==> src/rtl/cell_pkg.sv <==
package cell_pkg;
  localparam int CELL_OUTS = 2;

  typedef enum logic [2:0] {
    MODE_WHOLE6     = 3'd0,
    MODE_PAIR4      = 3'd1,
    MODE_FIVE_THREE = 3'd2,
    MODE_FIVE_FOUR  = 3'd3,
    MODE_PAIR5      = 3'd4,
    MODE_ADD        = 3'd5
  } cellMode_e;

  typedef struct packed {
    logic                 routeWhole;
    logic                 routePair4;
    logic                 routeFiveThree;
    logic                 routeFiveFour;
    logic                 routePair5;
    logic                 routeAdd;
    logic [CELL_OUTS-1:0] capEn;
    logic                 capClr;
    logic [CELL_OUTS-1:0] passReg;
  } cellStrobes_t;
endpackage

==> src/rtl/cell_ctrl.sv <==
module cell_ctrl
  import cell_pkg::*;
#(
  parameter int LUT_K = 6,
  localparam int TT_W = 1 << LUT_K
) (
  input  logic                 clk,
  input  logic                 syncClr,
  input  logic                 clkEn,
  input  logic                 cfgLoad,
  input  logic [2:0]           cfgMode,
  input  logic [TT_W-1:0]      cfgTruth,
  input  logic [CELL_OUTS-1:0] cfgRegSel,
  output logic [TT_W-1:0]      truthQ,
  output cellStrobes_t         strobes
);
  logic [2:0]           modeQ;
  logic [CELL_OUTS-1:0] regSelQ;

  always_ff @(posedge clk) begin
    if (syncClr) begin
      modeQ   <= '0;
      truthQ  <= '0;
      regSelQ <= '0;
    end else if (cfgLoad) begin
      modeQ   <= cfgMode;
      truthQ  <= cfgTruth;
      regSelQ <= cfgRegSel;
    end
  end

  always_comb begin
    strobes = '0;
    unique case (modeQ)
      MODE_WHOLE6:     strobes.routeWhole     = 1'b1;
      MODE_PAIR4:      strobes.routePair4     = 1'b1;
      MODE_FIVE_THREE: strobes.routeFiveThree = 1'b1;
      MODE_FIVE_FOUR:  strobes.routeFiveFour  = 1'b1;
      MODE_PAIR5:      strobes.routePair5     = 1'b1;
      MODE_ADD:        strobes.routeAdd       = 1'b1;
      default:         ;
    endcase
    strobes.capEn   = {CELL_OUTS{clkEn}};
    strobes.capClr  = syncClr;
    strobes.passReg = regSelQ;
  end

  // configuration only moves on a write edge
  a_r12_cfg_hold: assert property (@(posedge clk) disable iff (syncClr)
    !cfgLoad |=> ($stable(truthQ) && $stable(modeQ) && $stable(regSelQ)));

  // clear empties the configuration
  a_r1_cfg_clear: assert property (@(posedge clk)
    syncClr |=> (truthQ == '0 && modeQ == '0 && regSelQ == '0));
endmodule

==> src/rtl/cell_datapath.sv <==
module cell_datapath
  import cell_pkg::*;
#(
  parameter int IN_W  = 8,
  parameter int LUT_K = 6,
  parameter int ADD_N = 2,
  localparam int TT_W   = 1 << LUT_K,
  localparam int HALF_W = TT_W / 2,
  localparam int HIDX_W = LUT_K - 1
) (
  input  logic                 clk,
  input  logic [IN_W-1:0]      dataIn,
  input  logic                 carryIn,
  input  logic [TT_W-1:0]      truth,
  input  cellStrobes_t         strobes,
  output logic [CELL_OUTS-1:0] combOut,
  output logic [CELL_OUTS-1:0] regOut,
  output logic                 carryOut
);
  logic [HALF_W-1:0]    loHalf, hiHalf;
  logic [LUT_K-1:0]     idxWhole;
  logic [HIDX_W-1:0]    idxLo, idxHi;
  logic [ADD_N:0]       carryChain;
  logic [ADD_N-1:0]     sumBits;
  logic [CELL_OUTS-1:0] capQ;
  logic                 anySplit, anyRoute;

  assign loHalf   = truth[HALF_W-1:0];
  assign hiHalf   = truth[TT_W-1:HALF_W];
  assign idxWhole = dataIn[LUT_K-1:0];
  assign anySplit = strobes.routePair4 | strobes.routeFiveThree |
                    strobes.routeFiveFour | strobes.routePair5;
  assign anyRoute = anySplit | strobes.routeWhole | strobes.routeAdd;

  // lower function index: four or five private inputs from the bottom
  assign idxLo = strobes.routePair4 ? {1'b0, dataIn[3:0]} : dataIn[4:0];

  // upper function index: sharing rule differs per split mode
  always_comb begin
    idxHi = '0;
    if (strobes.routePair4)          idxHi = {1'b0, dataIn[7:4]};
    else if (strobes.routeFiveThree) idxHi = {2'b00, dataIn[7:5]};
    else if (strobes.routeFiveFour)  idxHi = {1'b0, dataIn[7:5], dataIn[0]};
    else if (strobes.routePair5)     idxHi = {dataIn[7:5], dataIn[1:0]};
  end

  // chained one-bit adder stages
  assign carryChain[0] = carryIn;
  for (genvar g = 0; g < ADD_N; g++) begin : g_add
    logic opA, opB;
    assign opA = dataIn[g];
    assign opB = dataIn[ADD_N + g];
    assign sumBits[g]      = opA ^ opB ^ carryChain[g];
    assign carryChain[g+1] = (opA & opB) | (carryChain[g] & (opA ^ opB));
  end

  always_comb begin
    combOut = '0;
    if (strobes.routeWhole) begin
      combOut[0] = truth[idxWhole];
    end else if (strobes.routeAdd) begin
      combOut = sumBits[CELL_OUTS-1:0];
    end else if (anySplit) begin
      combOut[0] = loHalf[idxLo];
      combOut[1] = hiHalf[idxHi];
    end
  end

  assign carryOut = strobes.routeAdd & carryChain[ADD_N];

  for (genvar i = 0; i < CELL_OUTS; i++) begin : g_reg
    always_ff @(posedge clk) begin
      if (strobes.capClr)      capQ[i] <= 1'b0;
      else if (strobes.capEn[i]) capQ[i] <= combOut[i];
    end
    assign regOut[i] = strobes.passReg[i] ? capQ[i] : combOut[i];

    // capture follows the live value of the previous edge
    a_r9_capture: assert property (@(posedge clk) disable iff (strobes.capClr)
      strobes.capEn[i] |=> (capQ[i] == $past(combOut[i])));
    // no enable, no change
    a_r9_hold: assert property (@(posedge clk) disable iff (strobes.capClr)
      !strobes.capEn[i] |=> $stable(capQ[i]));
    // clear wins over enable
    a_r11_clear: assert property (@(posedge clk)
      strobes.capClr |=> (capQ[i] == 1'b0));
  end

  // reserved modes drive nothing
  a_r8_reserved: assert property (@(posedge clk) disable iff (strobes.capClr)
    !anyRoute |-> (combOut == '0 && carryOut == 1'b0));
  // carry port quiet outside add mode
  a_r7_carry_quiet: assert property (@(posedge clk) disable iff (strobes.capClr)
    !strobes.routeAdd |-> (carryOut == 1'b0));
endmodule

==> src/rtl/frac_logic_cell.sv <==
module frac_logic_cell
  import cell_pkg::*;
#(
  parameter int IN_W  = 8,
  parameter int LUT_K = 6,
  localparam int TT_W = 1 << LUT_K
) (
  input  logic                 clk,
  input  logic                 syncClr,
  input  logic                 clkEn,
  input  logic                 cfgLoad,
  input  logic [2:0]           cfgMode,
  input  logic [TT_W-1:0]      cfgTruth,
  input  logic [CELL_OUTS-1:0] cfgRegSel,
  input  logic [IN_W-1:0]      dataIn,
  input  logic                 carryIn,
  output logic [CELL_OUTS-1:0] combOut,
  output logic [CELL_OUTS-1:0] regOut,
  output logic                 carryOut
);
  cellStrobes_t     strobes;
  logic [TT_W-1:0]  truthQ;

  cell_ctrl #(.LUT_K(LUT_K)) ctrl_i (
    .clk       (clk),
    .syncClr   (syncClr),
    .clkEn     (clkEn),
    .cfgLoad   (cfgLoad),
    .cfgMode   (cfgMode),
    .cfgTruth  (cfgTruth),
    .cfgRegSel (cfgRegSel),
    .truthQ    (truthQ),
    .strobes   (strobes)
  );

  cell_datapath #(.IN_W(IN_W), .LUT_K(LUT_K), .ADD_N(2)) dp_i (
    .clk      (clk),
    .dataIn   (dataIn),
    .carryIn  (carryIn),
    .truth    (truthQ),
    .strobes  (strobes),
    .combOut  (combOut),
    .regOut   (regOut),
    .carryOut (carryOut)
  );
endmodule

==> config.mk <==
export PLATFORM = sky130hd
export DESIGN_NAME = frac_logic_cell
export DESIGN_NICKNAME = d
export VERILOG_FILES = /design/src/rtl/cell_pkg.sv /design/src/rtl/cell_ctrl.sv /design/src/rtl/cell_datapath.sv /design/src/rtl/frac_logic_cell.sv
export SDC_FILE = /design/constraint.sdc
export NUM_CORES = 1
export LEC_CHECK = 0
export BUFFER_PORTS_ARGS = -buffer_cell sky130_fd_sc_hd__buf_2
export CAP_MARGIN = 40
export CORE_ASPECT_RATIO = 1.1
export CORE_MARGIN = 2
export CORE_UTILIZATION = 28
export CTS_BUF_LIST = sky130_fd_sc_hd__clkbuf_2 sky130_fd_sc_hd__clkbuf_4 sky130_fd_sc_hd__clkbuf_8
export CTS_CLUSTER_SIZE = 8
export DETAILED_ROUTE_END_ITERATION = 8
export HOLD_SLACK_MARGIN = 0.05
export SYNTH_ARGS = -nofsm -noshare
export SYNTH_HDL_FRONTEND = slang
export SYNTH_SLANG_ARGS = --single-unit
==> constraint.sdc <==
create_clock -name clk -period 2.4 [get_ports clk]
set_input_delay 0.48 -clock clk [delete_from_list [all_inputs] [get_ports clk]]
set_output_delay 0.48 -clock clk [all_outputs]
set_load 0.05 [all_outputs]
==> results by stage <==
GRT:
- For met1 alone, demand over resource in global routing was 16.8%.
- met2 is the most crowded layer.
- The total overflow left after global routing is 0.
- The wire length of the first global-routing pass is 16.6 mm.
- Entering global routing, the biggest net connects 72 pins.
- The total global routing track utilization is 14.8%.
- The number of antenna violations at the first check in global routing came to 1.
- Global routing used 26.3% of the available met2 tracks.
- The via count of the first global-routing pass is 3369.
- Global routing consumed, on the met3 layer, 4.57% of the routing resources.

Routing:
- Dividing the detail-routed wire length by the instance count gives 15.4 µm.
- The post-detailed-route DRC marker count is 0.
- The length of the first detailed-routing pass in iterations is 4.
- The antenna violation net count after detailed routing is 0.
- The routed layout has 3182 vias.
- The final routed wirelength across all metal layers is 10.4 mm.
- The via count normalized by instance count is 4.68.
- The violation count after the first detailed-routing iteration is 131.

Setup path:
- The setup path with the least slack is of type flip-flop to output pin.
- The element type at the critical path end is an output pin.
- The data arrival time of the critical path is 2.68 ns.
- STA puts the critical path data required time at 1.92 ns.
- The worst register-to-register path has a depth of 12.
- The worst setup path is launched from a flip-flop.
- In this run the worst path has a maximum fanout of 8.

Synthesis:
- The net count after synthesis is 458.
- Summing every instance area after synthesis gives 3810 µm².
- After Yosys synthesis, XOR and XNOR cells account for 0% of the synthesized area.
- The average cell area after synthesis is 10.2 µm².
- After synthesis, the largest family of logic cells by area is multiplexers.
- After Yosys synthesis, and, or, nand and nor cells account for 15.1% of the synthesized area.
- Summing the areas of all fa, ha and maj instances in the mapped netlist gives 1.05% of the synthesized area.
- The total of warnings raised by yosys is 0.
- Counting flops with an async set or reset pin after synthesis yields a share of 0%.
- Synthesis produced a netlist whose cell count is 374.
- The mux contribution to synthesized area is 34.6%.
- The synthesized netlist devotes 7.03% of its cell area to compound gates.
- The netlist uses 49 different library cells.
- The most instantiated library cell after synthesis is mux2i_1.
- Of the synthesized area, sequential elements account for 37.3%.
- By area the synthesized netlist is led by dfxtp_1 (37%), mux2i_1 (24%), mux4_2 (9.5%), nor2_1 (7.8%), buf_6 (1.5%).
- For this run, the leading register cell type out of synthesis is dfxtp_1.
- Counting flops with a built-in enable in the synthesized netlist gives 0.
- Sorting the synthesized cells by how often they occur yields mux2i_1 (93), nor2_1 (79), dfxtp_1 (71).
- Counting flops and latches in the post-synthesis netlist gives 71.
- The post-synthesis cell type with the largest combined area is dfxtp_1.
- The area share of the leading cell type in the synthesized netlist is 37.3%.

Placement:
- The number of port buffers is 86.
- The HPWL reported at the end of detailed placement is 7.65 mm.
- In this run the cell area measured after placement is 4660 µm².
- Including well taps, the total number of placed cells is 650.
- The final weighted congestion in routability-driven placement is 0.813.

Worst hold path:
- The number of cells on the worst hold path is 3.
- In this run the worst hold path is classified as primary input to flip-flop.

Run status:
- The run finished, with violations left.
- The checks that failed: setup timing.

Clock tree:
- The count of H-tree levels built during CTS is 3.
- The later pin in the worst-skew pair is clocked with a latency of 0.36 ns.
- The largest buffer count on any clock path is 2.
- TritonCTS built the clock tree.
- Counting the buffers created by CTS gives 9.
- Clock tree synthesis selected as its root buffer the cell clkbuf_8.
- The count of hold buffers inserted by post-cts repair is 0.
- Clock-pin slew was measured on the worst setup and hold paths at 0.08 ns.
- The CTS sink count is 71.

Finish:
- The share of the core filled with cells is 39.8%.
- The final net count is 575.
- The finished layout holds 680 standard cells, fillers aside.
- The number of antenna cells inserted is 0.
- The final design area excluding fillers is 5290 µm².
- Of the cells placed in the final design, the portion with a size suffix greater than 1 is 41.3%.
- The area growth from synthesis to layout is 38.9%.

STA:
- The final number of max-transition violations came to 0.
- The setup-violating endpoint count in the final report is 5.
- The final critical delay including setup and external delays is 3.16 ns.
- The worst clock skew is 0.0147 ns.
- The headroom to the max-slew limit is 71.8%.
- Timing would allow up to 0.317 GHz.
- Setup repair after global routing could not meet its margin everywhere.
- Final hold analysis gives a worst-case slack of 0.352 ns.
- The number of endpoints with negative hold slack in the final report is 0.
- Once routing completed, OpenROAD measured the worst setup slack at -0.755 ns.
- The fraction of the cycle the final worst path needs is 131%.
- The transition at the pin with the smallest max-transition slack is 0.424 ns.

Run:
- The number of max-cap violations is 0.

Die:
- The die footprint is 14500 µm².
- The die boundary height is 126 µm.
- The initial utilization of the core area, before any placement, comes to 28.7%.
- The number of rows in the core area is 44.
- The standard cell core area is 13300 µm².
- The x dimension of the die is 115 µm.
- During I/O placement, the number of pins put on the boundary was 87.

Pwr:
- Power spread over the standard cell area amounts to 601 nW/µm².
- Summed over all cells, the static leakage comes to 2.36 nW.
- Overall power consumption after layout is estimated at 3.18 mW.
- The worst-case IR drop observed on VDD is 0.398 mV.
## path summary, 6_finish.rpt
kind	start	to	slack, ns
worst max-delay path	ctrl_i.modeQ[1]	regOut[1]	-0.76
worst min-delay path	cfgRegSel[1]	ctrl_i.regSelQ[1]	0.35
worst max register to register	ctrl_i.modeQ[1]	dp_i.capQ[1]	-0.15
worst min register to register	dp_i.capQ[0]	dp_i.capQ[0]	0.46
## report_power, final
group | internal (mW) | leakage, nW | total [mW] | switching, mW
Clock | 0.730 | 0.119 | 1.19 | 0.456
Combinational | 0.361 | 1.65 | 0.690 | 0.330
Sequential | 1.25 | 0.588 | 1.30 | 0.0511
Total | 2.34 | 2.36 | 3.18 | 0.837
## stage by stage
stage	setup slack (ns)	TNS [ns]
floorplan	-0.378	-0.937
global placement	-0.666	-2.66
detailed placement	-0.729	-3.00
CTS	-0.691	-1.82
global route	-0.829	-2.38
finish	-0.755	-2.03
## sequential cells by signal, summed over array words and instances, names as in the netlist
signal and flops:
dp_i.capQ 2, ctrl_i.truthQ 64, ctrl_i.regSelQ 2, ctrl_i.modeQ 3
## area by class of cell
class / instances / area, µm²
multi-input cells: 266 / 2390
flip-flops and latches: 71 / 1430
well taps: 184 / 230
repair buffers: 135 / 957
fillers: 1327 / 7980
clock buffers: 11 / 145
inverters: 8 / 30.0
clock inverters: 5 / 105
## kinds of logic after synthesis
family,count (synthesis)
AOI/OAI and AO/OA,35
buffers and inverters,37
and+or+nand+nor,118
DFF,71
muxes,111
adders and majority gates,2
## metal layers
| layer | part of all wire [%] | wire length, µm | vias to the layer above |
|---|---|---|---|
| met4 | 0.87 | 91 | 0 |
| met1 | 42 | 4390 | 1520 |
| met5 | 0 | 0 | - |
| met2 | 53 | 5490 | 68 |
| li1 | - | - | 1588 |
| met3 | 4.5 | 474 | 6 |
## cell usage in the layout, fill, tap and decap left out, types with 2 or more instances in the layout
master,synthesis,layout
nor2_1,79,79
nor3b_2,0,2
nand2b_1,2,2
a22oi_2,0,3
nand2_1,11,10
buf_4,1,37
buf_2,4,79
buf_6,5,11
o21ai_1,4,2
dfxtp_4,0,2
a22oi_1,6,3
and2_1,2,2
bufinv_16,0,3
inv_2,0,2
dfxtp_1,71,68
mux2i_4,0,2
mux2_4,1,2
a21oi_2,0,2
o2111a_1,2,2
a31oi_1,4,3
a2111oi_2,1,2
nand4bb_4,0,2
mux4_2,16,16
nor2b_1,3,3
mux2i_1,93,86
nand3b_1,2,2
a21oi_1,6,4
mux2i_2,0,5
inv_1,8,6
buf_12,0,8
nand4_1,2,2
o21ai_4,0,2
clkinvlp_4,0,2
clkbuf_8,0,10
and4bb_1,4,3
## timing repair
item / in CTS / in global routing
buffers inserted: 12 / 2
endpoints found under the setup margin: 5 / 5
cloned: 0 / 0
pin swaps: 13 / 18
resized for setup: 48 / 16
## worst max-delay path, cell delays in order (launching register included)
cell and delay [ns]:
dfxtp_4 0.38, buf_6 0.12, and4bb_1 0.21, a211oi_4 0.36, buf_6 0.19, nor3_1 0.06, a221oi_1 0.26, o211a_1 0.27
o211ai_4 0.13, o21ai_4 0.17, buf_6 0.17
Power figures use the tool's default switching activity.
